## config.mk

```make
export PLATFORM = sky130hd
export DESIGN_NAME = reg_rename
export DESIGN_NICKNAME = d
export VERILOG_FILES = /design/src/rtl/rename_pkg.sv /design/src/rtl/rn_map_table.sv /design/src/rtl/rn_free_pool.sv /design/src/rtl/reg_rename.sv
export SDC_FILE = /design/constraint.sdc
export NUM_CORES = 1
export LEC_CHECK = 0
export ABC_AREA = 1
export BUFFER_PORTS_ARGS = -buffer_cell sky130_fd_sc_hd__clkbuf_2
export CAP_MARGIN = 20
export CORE_ASPECT_RATIO = 2
export CORE_MARGIN = 2
export CORE_UTILIZATION = 45
export CTS_BUF_LIST = sky130_fd_sc_hd__clkbuf_4
export CTS_CLUSTER_SIZE = 40
export DETAILED_ROUTE_END_ITERATION = 12
export GPL_TIMING_DRIVEN = 1
export HOLD_SLACK_MARGIN = 0.05
export PLACE_DENSITY = 0.7
export SKIP_LAST_GASP = 1
export SLEW_MARGIN = 20
export SYNTH_ARGS = -nofsm -noshare
export SYNTH_HDL_FRONTEND = slang
export SYNTH_SLANG_ARGS = --single-unit
```

## constraint.sdc

```tcl
create_clock -name clk -period 2.1 [get_ports clk]
set_input_delay 0.21 -clock clk [delete_from_list [all_inputs] [get_ports clk]]
set_output_delay 0.21 -clock clk [all_outputs]
set_load 0.02 [all_outputs]
```

## src/rtl/rename_pkg.sv

```systemverilog
package rename_pkg;
  localparam int RN_ARCH_REGS = 8;
  localparam int RN_PHYS_REGS = 16;

  typedef enum logic [1:0] {
    POOL_HOLD = 2'b00,
    POOL_POP  = 2'b01,
    POOL_PUSH = 2'b10,
    POOL_BOTH = 2'b11
  } pool_op_e;
endpackage

```

## src/rtl/rn_map_table.sv

```systemverilog
module rn_map_table #(
  parameter int ARCH_REGS = 8,
  parameter int PW        = 4,
  localparam int AW       = $clog2(ARCH_REGS)
) (
  input  logic          clk,
  input  logic          rst_n,
  input  logic [AW-1:0] rd_a_idx,
  input  logic [AW-1:0] rd_b_idx,
  input  logic [AW-1:0] rd_d_idx,
  output logic [PW-1:0] rd_a_val,
  output logic [PW-1:0] rd_b_val,
  output logic [PW-1:0] rd_d_val,
  input  logic          wr_en,
  input  logic [AW-1:0] wr_idx,
  input  logic [PW-1:0] wr_val
);
  logic [PW-1:0] bind_q [ARCH_REGS];
  logic [PW-1:0] bind_d [ARCH_REGS];

  always_comb begin
    rd_a_val = bind_q[rd_a_idx];
    rd_b_val = bind_q[rd_b_idx];
    rd_d_val = bind_q[rd_d_idx];
  end

  always_comb begin
    for (int i = 0; i < ARCH_REGS; i++) bind_d[i] = bind_q[i];
    if (wr_en) bind_d[wr_idx] = wr_val;
  end

  always_ff @(posedge clk or negedge rst_n) begin
    if (!rst_n) begin
      for (int i = 0; i < ARCH_REGS; i++) bind_q[i] <= PW'(i);
    end else if (wr_en) begin
      for (int i = 0; i < ARCH_REGS; i++) bind_q[i] <= bind_d[i];
    end
  end

  assert_map_update_R4: assert property (@(posedge clk) disable iff (!rst_n)
    wr_en |=> bind_q[$past(wr_idx)] == $past(wr_val));
endmodule

```

## src/rtl/rn_free_pool.sv

```systemverilog
module rn_free_pool
  import rename_pkg::*;
#(
  parameter int DEPTH     = 16,
  parameter int PW        = 4,
  parameter int INIT_CNT  = 8,
  parameter int INIT_BASE = 8,
  localparam int IW       = (DEPTH > 1) ? $clog2(DEPTH) : 1,
  localparam int CW       = $clog2(DEPTH + 1)
) (
  input  logic          clk,
  input  logic          rst_n,
  input  logic          pop,
  input  logic          push,
  input  logic [PW-1:0] push_val,
  output logic [PW-1:0] head_val,
  output logic          empty,
  output logic [CW-1:0] count
);
  logic [PW-1:0] slot_q [DEPTH];
  logic [IW-1:0] head_q, head_d, tail_q, tail_d;
  logic [CW-1:0] cnt_q, cnt_d;
  pool_op_e      op;

  function automatic logic [IW-1:0] wrap_inc(input logic [IW-1:0] p);
    return (p == IW'(DEPTH - 1)) ? '0 : p + 1'b1;
  endfunction

  assign op       = pool_op_e'({push, pop});
  assign head_val = slot_q[head_q];
  assign empty    = (cnt_q == '0);
  assign count    = cnt_q;

  always_comb begin
    head_d = head_q;
    tail_d = tail_q;
    cnt_d  = cnt_q;
    unique case (op)
      POOL_POP:  begin head_d = wrap_inc(head_q); cnt_d = cnt_q - 1'b1; end
      POOL_PUSH: begin tail_d = wrap_inc(tail_q); cnt_d = cnt_q + 1'b1; end
      POOL_BOTH: begin head_d = wrap_inc(head_q); tail_d = wrap_inc(tail_q); end
      default:   ;
    endcase
  end

  always_ff @(posedge clk or negedge rst_n) begin
    if (!rst_n) begin
      head_q <= '0;
      tail_q <= IW'(INIT_CNT % DEPTH);
      cnt_q  <= CW'(INIT_CNT);
    end else if (push || pop) begin
      head_q <= head_d;
      tail_q <= tail_d;
      cnt_q  <= cnt_d;
    end
  end

  for (genvar g = 0; g < DEPTH; g++) begin : g_slot
    always_ff @(posedge clk or negedge rst_n) begin
      if (!rst_n)
        slot_q[g] <= (g < INIT_CNT) ? PW'(INIT_BASE + g) : '0;
      else if (push && tail_q == IW'(g))
        slot_q[g] <= push_val;
    end
  end

  assert_no_underflow_R7: assert property (@(posedge clk) disable iff (!rst_n)
    pop |-> cnt_q != '0);
  assert_no_overflow_R8: assert property (@(posedge clk) disable iff (!rst_n)
    push |-> cnt_q != CW'(DEPTH));
  assert_count_track_R9: assert property (@(posedge clk) disable iff (!rst_n)
    (push && pop) |=> $stable(cnt_q));
endmodule

```

## src/rtl/reg_rename.sv

```systemverilog
module reg_rename
  import rename_pkg::*;
#(
  parameter int ARCH_REGS = RN_ARCH_REGS,
  parameter int PHYS_REGS = RN_PHYS_REGS,
  localparam int AW       = $clog2(ARCH_REGS),
  localparam int PW       = $clog2(PHYS_REGS),
  localparam int FREE0    = PHYS_REGS - ARCH_REGS,
  localparam int CW       = $clog2(PHYS_REGS + 1)
) (
  input  logic          clk,
  input  logic          rst_n,
  input  logic          in_valid,
  output logic          in_ready,
  input  logic [AW-1:0] in_src_a,
  input  logic [AW-1:0] in_src_b,
  input  logic [AW-1:0] in_dst,
  input  logic          in_has_dst,
  output logic          out_valid,
  output logic [PW-1:0] out_src_a_p,
  output logic [PW-1:0] out_src_b_p,
  output logic [PW-1:0] out_dst_p,
  output logic [PW-1:0] out_old_p,
  output logic          out_has_dst,
  input  logic          rel_valid,
  input  logic [PW-1:0] rel_preg
);
  logic [PW-1:0] src_a_p, src_b_p, prev_p, fresh_p;
  logic          pool_empty, accept, alloc;
  logic [CW-1:0] pool_cnt;

  assign in_ready = !in_has_dst || !pool_empty;
  assign accept   = in_valid && in_ready;
  assign alloc    = accept && in_has_dst;

  rn_map_table #(.ARCH_REGS(ARCH_REGS), .PW(PW)) u_map (
    .clk(clk), .rst_n(rst_n),
    .rd_a_idx(in_src_a), .rd_b_idx(in_src_b), .rd_d_idx(in_dst),
    .rd_a_val(src_a_p), .rd_b_val(src_b_p), .rd_d_val(prev_p),
    .wr_en(alloc), .wr_idx(in_dst), .wr_val(fresh_p)
  );

  rn_free_pool #(.DEPTH(PHYS_REGS), .PW(PW), .INIT_CNT(FREE0), .INIT_BASE(ARCH_REGS)) u_pool (
    .clk(clk), .rst_n(rst_n),
    .pop(alloc), .push(rel_valid), .push_val(rel_preg),
    .head_val(fresh_p), .empty(pool_empty), .count(pool_cnt)
  );

  logic          vld_q;
  logic [PW-1:0] a_q, b_q, d_q, o_q;
  logic          hd_q;

  always_ff @(posedge clk or negedge rst_n) begin
    if (!rst_n) vld_q <= 1'b0;
    else        vld_q <= accept;
  end

  always_ff @(posedge clk or negedge rst_n) begin
    if (!rst_n) begin
      a_q <= '0; b_q <= '0; d_q <= '0; o_q <= '0; hd_q <= 1'b0;
    end else if (accept) begin
      a_q  <= src_a_p;
      b_q  <= src_b_p;
      d_q  <= in_has_dst ? fresh_p : '0;
      o_q  <= in_has_dst ? prev_p  : '0;
      hd_q <= in_has_dst;
    end
  end

  assign out_valid   = vld_q;
  assign out_src_a_p = a_q;
  assign out_src_b_p = b_q;
  assign out_dst_p   = d_q;
  assign out_old_p   = o_q;
  assign out_has_dst = hd_q;

  assert_fresh_differs_R4: assert property (@(posedge clk) disable iff (!rst_n)
    alloc |-> fresh_p != prev_p);
  assert_stall_only_empty_R7: assert property (@(posedge clk) disable iff (!rst_n)
    (in_valid && !in_ready) |-> (in_has_dst && pool_cnt == '0));
  assert_output_follows_R10: assert property (@(posedge clk) disable iff (!rst_n)
    accept |=> out_valid);
endmodule

```

==> run summary, run 1 <==
status - completed
crit path launch - u_pool.count[3]
Mapped Nets - 977
Worst-Margin Slew - 0.485 ns
Synth area leaders - dfrtp_1, nand2_1, dfstp_2
clk sink count - 127
Fin Setup TNS - 0 ns
area delta synth->final - 10.9%
fmax - 518 MHz
slew margin rel. - 67.6%
mapped cell area - 6930 sq um
1st-iter DRT viols - 307
Worst IR Drop VDD - 491 uV
placed cell area - 7260 sq um
clock latency reported for the late side of the worst-skew pair - 0.56 ns
worst-path maximum fanout - 4
total CTS buffers - 17
post-DP HPWL - 13300 um
initial core utilization - 45.6%
die area - 16500 sq um
final worst path period need - 1.93 ns
GRT Residual Overflow - 0
synth warn - 0
largest net degree at the start of global routing - 47
Crit Reg-Reg Startpoint - u_pool.count[3]
final worst slack - 0.168 ns
leakage - 3.98 nW
PortBufs - 36
initial antenna violation count - 1
First-pass DRT Iterations - 5
slowest cell delay on critical path - 0.56 ns
Yosys top cell by area - dfrtp_1
flops & latches, synth - 127
Seq/Total Area, Yosys - 46.4%
WS Path Type - flip-flop to flip-flop
first-pass GRT wire length - 29300 um
Residual DRC - 0
number of synthesized flops with an enable pin - 0
area of the multi-input gates - 3060 sq um
Min Hold Slack - 0.0987 ns
Final Max Tran Viols - 0
clk buf depth - 2
WP buf/inv - 1
Cell Rows - 64
Synth Flop Type - dfrtp_1
vias in the first global route - 5974
PwrDens - 1390 nW/um^2
final wirelength - 18000 um
gp weighted congestion - 0.860
Max Cap Viol - 0
Reg clk slew, reported paths - 0.14 ns
core area - 15200 sq um
FF+latch area - 3220 sq um
routed vias/inst - 5.05
crit path launch type - flip-flop
nature of the critical path endpoint - flip-flop
cell mode on critical path - nand2_1
die width - 91.8 um
Clock Skews - 0.0351 ns
Post-Route Utilization - 50.5%
synthesized area per cell - 7.33 sq um
die height - 180 um
crit path DAT - 2.41 ns
GRT Util Overall - 22.8%
htree depth - 4
Gate Count Post-Synth - 946
RSZ-0062 raised after global routing - false
Worst Path Required - 2.58 ns
FFs w/ async S/R, synth - 100%
pre-CTS WS - 0.0308 ns
Crit-path slowest cell - dfstp_2
top-area cell type share of the netlist area - 33.6%
drt wl/cell - 15.0 um
Fin. Hold Viols - 0
min-delay worst type - primary input to asynchronous set/reset pin
Routed Antenna Nets - 0
Filler cells - 1514
vias - 6091
crit-path cells - nor2_2, nand3_2, nand3_2, ha_4, inv_1, ha_4, nand2_1, nand2_1, a21oi_1, xor2_1, nand2_1, nand2_1
CTS root buffer - clkbuf_4
post-route cell area - 7690 sq um
# setup viols final - 0
I/O pin count - 37
fin nets - 1024
fin crit share - 92.0%
most common cell after layout, fill and taps aside - nand2_1
crit-path leading delay family - flip-flops
share of cells above drive strength 1 - 14.9%
most frequent cells in the layout - nand2_1, inv_1, dfrtp_1
Synth cell types - 28
CTS tree - done
## worst reg2reg max path, cell delays in order, from the launching register on
cell and delay [ns]:
dfstp_2 0.56, nor2_2 0.05, nand3_2 0.07, nand3_2 0.09, ha_4 0.19, inv_1 0.13
ha_4 0.23, nand2_1 0.08, nand2_1 0.06, a21oi_1 0.15, xor2_1 0.16, nand2_1 0.06
nand2_1 0.05
## synth_stat cells, types with 4 or more instances
master / n
dfstp_2: 34
dfrtp_1: 93
o211ai_1: 10
o21ai_1: 32
nand2_1: 387
nand2_4: 4
inv_2: 13
a21oi_1: 25
ha_1: 12
nor3_1: 8
o21ai_0: 83
clkbuf_1: 6
buf_6: 8
inv_1: 111
nand2_2: 8
nor2_2: 5
nand3_1: 67
xor2_1: 5
buf_2: 11
nor2_1: 8
## metrics by stage
step	instances	total power [mW]
after floorplan	946	7.57
after global placement	1160	8.77
after detailed placement	1160	8.85
after CTS	1201	10.7
after global routing	1205	11.6
final	1205	10.7
## repair_timing
item,CTS,global route
pin swaps,0,0
setup endpoints to repair,1,2
hold buffers,9,0
endpoints found under the hold margin,114,0
buffers inserted,0,3
gates resized for setup,1,3
## final cells by class
| cell class | count | share of cell area, % |
|---|---|---|
| inverter | 125 | 6.17 |
| sequential | 127 | 41.9 |
| timing repair buffer | 60 | 5.17 |
| clock inverter | 10 | 1.59 |
| antenna | 1 | 0.0325 |
| tap | 198 | 3.22 |
| multi-input combinational | 662 | 39.8 |
| clock buffer | 22 | 2.15 |
## final timing paths
path,end,slack [ns],depth (start not counted)
worst max register to register,u_pool.count[4],0.17,12
min in group clk,out_old_p[3],0.15,5
max in group asynchronous,u_pool.slot_q[47],1.22,3
worst max-delay path,u_pool.count[4],0.17,12
worst min register to register,u_map.bind_q[10],0.48,2
worst min-delay path,u_map.bind_q[25],0.1,2
## kinds of logic after synthesis
kind of cell             count (synthesis)  share of synthesized area (%)
AND/OR/NAND/NOR                        493                           29.3
buffers and inverters                  157                           9.83
AO/OA/AOI/OAI                          150                           11.2
flip-flops                             127                           46.4
adder cells (fa/ha/maj)                 13                           2.45
XOR/XNOR                                 6                          0.758
## power by group
part           switching [mW]  total [mW]  leakage, nW  internal, mW
Clock                   0.901        1.77        0.158         0.873
Combinational            2.98        4.51         2.31          1.52
Sequential              0.708        4.39         1.51          3.68
Total                    4.59        10.7         3.98          6.08
## routing by layer
| metal | track usage, % | vias up | wire (um) | part of all wire [%] |
|---|---|---|---|---|
| met3 | 3.77 | 61 | 544 | 3.0 |
| met2 | 42.8 | 158 | 9940 | 55 |
| met1 | 22.2 | 2812 | 6390 | 35 |
| met5 | 0 | - | 0 | 0 |
| li1 | - | 3060 | - | - |
| met4 | 14.9 | 0 | 1150 | 6.4 |
## registers in the layout, summed over array words and instances, names as in the netlist
signal	flops
u_pool.head_q	4
out_has_dst	1
u_pool.slot_q	64
u_pool.tail_q	4
out_dst_p	4
u_pool.count	5
out_old_p	4
u_map.bind_q	32
out_valid	1
out_src_b_p	4
out_src_a_p	4
(Power assumes the default switching activity.)
==> inputs of run 2 (changes only) <==
CTS_BUF_LIST = sky130_fd_sc_hd__clkbuf_4 sky130_fd_sc_hd__clkbuf_8   (was sky130_fd_sc_hd__clkbuf_4)
==> run summary, run 2 (same netlist as run 1, synthesis figures left out) <==
htree depth - 4 (unchanged)
Largest register FFs - 64 (unchanged)
RSZ-0062 raised after global routing - false
crit-path cells - nor2_2, nand3_2, nand3_2, ha_4, inv_1, ha_4, nand2_1, nand2_1, a21oi_1, xor2_1, nand2_1, nand2_1
# setup viols final - 0 (unchanged)
switching power - 4.66 mW (+1.4%)
Total Power - 11.2 mW (+5.2%)
switching portion of total power - 41.5% (-1.5 points)
antenna cells - 0 (-1)
first-pass GRT wire length - 29600 um (+1.0%)
most frequent cells in the layout - nand2_1, inv_1, dfrtp_1
Top reg by flops - u_pool.slot_q
I/O pin count - 37 (unchanged)
worst-path maximum fanout - 4 (unchanged)
vias in the first global route - 6041 (+1.1%)
drt wl/cell - 15.1 um (+1.1%)
CTS root buffer - clkbuf_8
Routed Antenna Nets - 0 (unchanged)
die area - 16500 sq um (unchanged)
fin nets - 1019 (-0.49%)
Crit-path slowest cell - dfstp_2
crit-path leading delay family - flip-flops
initial core utilization - 45.6% (unchanged)
core area - 15200 sq um (unchanged)
Cell Rows - 64 (unchanged)
die width - 91.8 um (unchanged)
Fin. Hold Viols - 0 (unchanged)
total CTS buffers - 17 (unchanged)
post-route cell area - 7790 sq um (+1.3%)
clock latency reported for the late side of the worst-skew pair - 0.46 ns (-0.10 ns)
final worst path period need - 1.93 ns (+0.00220 ns)
routed vias/inst - 5.07 (+0.22%)
CTS tree - done
PortBufs - 36 (unchanged)
Max Cap Viol - 0 (unchanged)
Residual DRC - 0 (unchanged)
Post-Route Utilization - 51.2% (+0.63 points)
final wirelength - 18100 um (+0.59%)
Worst Path Required - 2.48 ns (-0.10 ns)
WS Path Type - flip-flop to flip-flop
Worst-Margin Slew - 0.485 ns (+0.000367 ns)
placed cell area - 7260 sq um (unchanged)
clk sink count - 127 (unchanged)
final cell count without fillers - 1199 (-0.50%)
leakage - 4.03 nW (+1.1%)
WP buf/inv - 1 (unchanged)
First-pass DRT Iterations - 5 (unchanged)
slowest cell delay on critical path - 0.55 ns (about the same)
power share of the sequential group - 39.3% (-1.8 points)
Clk pwr share - 20.6% (+4.0 points)
post-DP HPWL - 13300 um (unchanged)
fmax - 517 MHz (-0.11%)
most common cell after layout, fill and taps aside - nand2_1
Worst IR Drop VDD - 544 uV (+11%)
GRT Util Overall - 23.0% (+0.21 points)
crit path launch type - flip-flop
Reg clk slew, reported paths - 0.09 ns (-0.05 ns)
Final Max Tran Viols - 0 (unchanged)
Filler cells - 1489 (-1.7%)
crit path DAT - 2.31 ns (-0.10 ns)
Clock Skews - 0.0215 ns (-0.0136 ns)
fin crit share - 92.1% (+0.10 points)
PwrDens - 1440 nW/um^2 (+3.9%)
die height - 180 um (unchanged)
Cell Int Power - 6.56 mW (+8.0%)
slew margin rel. - 67.6% (about the same)
status - completed
clk buf depth - 2 (unchanged)
combinational fraction of design power - 40.1% (-2.1 points)
nature of the critical path endpoint - flip-flop
cell mode on critical path - nand2_1
min-delay worst type - primary input to flip-flop
vias - 6074 (-0.28%)
Placed Instances - 1160 (unchanged)
1st-iter DRT viols - 328 (+6.8%)
Fin Setup TNS - 0 ns (unchanged)
GRT Residual Overflow - 0 (unchanged)
largest net degree at the start of global routing - 47 (unchanged)
area delta synth->final - 12.3%
initial antenna violation count - 0 (-1)
share of cells above drive strength 1 - 15.3% (+0.37 points)
gp weighted congestion - 0.860 (unchanged)
==> run 2: cell count changes in the layout (fill, tap and decap cells not counted), sizes merged <==
cell / previous run / this run
buf: 16 / 15
clkinv: 6 / 2
diode: 1 / 0
clkbuf: 57 / 61
dlygate4sd3: 9 / 5
==> run 2: timing repair <==
item,CTS,global route
gates resized for setup,0,4
setup endpoints to repair,0,2
endpoints found under the hold margin,40,0
hold buffers,5,0
buffers inserted,0,2
==> run 2: metrics by stage <==
step	worst slack, ns	hold slack [ns]
2_1_floorplan	0.191	-0.0856
3_3_place_gp	0.0605	0.159
3_5_place_dp	0.0308	0.164
4_1_cts	0.00465	0.106
5_1_grt	0.0121	0.126
6_report	0.166	0.126
==> run 2: area by class of cell <==
cell class	count	area, sq um	share of cell area, %
Inverter	125	474	6.09
Timing Repair Buffer	55	350	4.50
Sequential cell	127	3220	41.4
Tap cell	198	248	3.18
Clock buffer	26	327	4.19
Clock inverter	6	108	1.38
Multi-Input combinational cell	662	3060	39.3
==> run 2: final timing paths <==
path                            cells after the start        startpoint                 to  slack [ns]
min in group asynchronous                           2             rst_n     out_src_a_p[1]        0.21
worst max-delay path                               12   u_pool.count[3]    u_pool.count[4]        0.17
worst min register to register                      2  u_map.bind_q[10]   u_map.bind_q[10]        0.47
worst min-delay path                                4       in_src_a[2]     out_src_a_p[0]        0.13
max in group asynchronous                           3             rst_n  u_pool.slot_q[48]        1.12
worst max register to register                     12   u_pool.count[3]    u_pool.count[4]        0.17
==> run 2: routing by layer <==
metal / routed length [um] / global-route usage, %
met4: 1250 / 16.5
met3: 547 / 3.69
met5: 0 / 0
met1: 6330 / 21.9
met2: 10000 / 43.1
==> run 2: tightest hold or removal path, cell delays in order <==
cell	delay [ns]
clkbuf_2	0.12
nand3_1	0.10
nand3_1	0.07
nand2_1	0.05
==> run 2: power groups by stage <==
stage	logic [mW]	registers [mW]	clock network, mW
6_report	4.50	4.41	2.32
2_1_floorplan	3.27	4.31	0
4_1_cts	4.47	4.39	2.36
3_3_place_gp	4.36	4.40	0
3_5_place_dp	4.42	4.43	0
5_1_grt	5.13	4.53	2.46
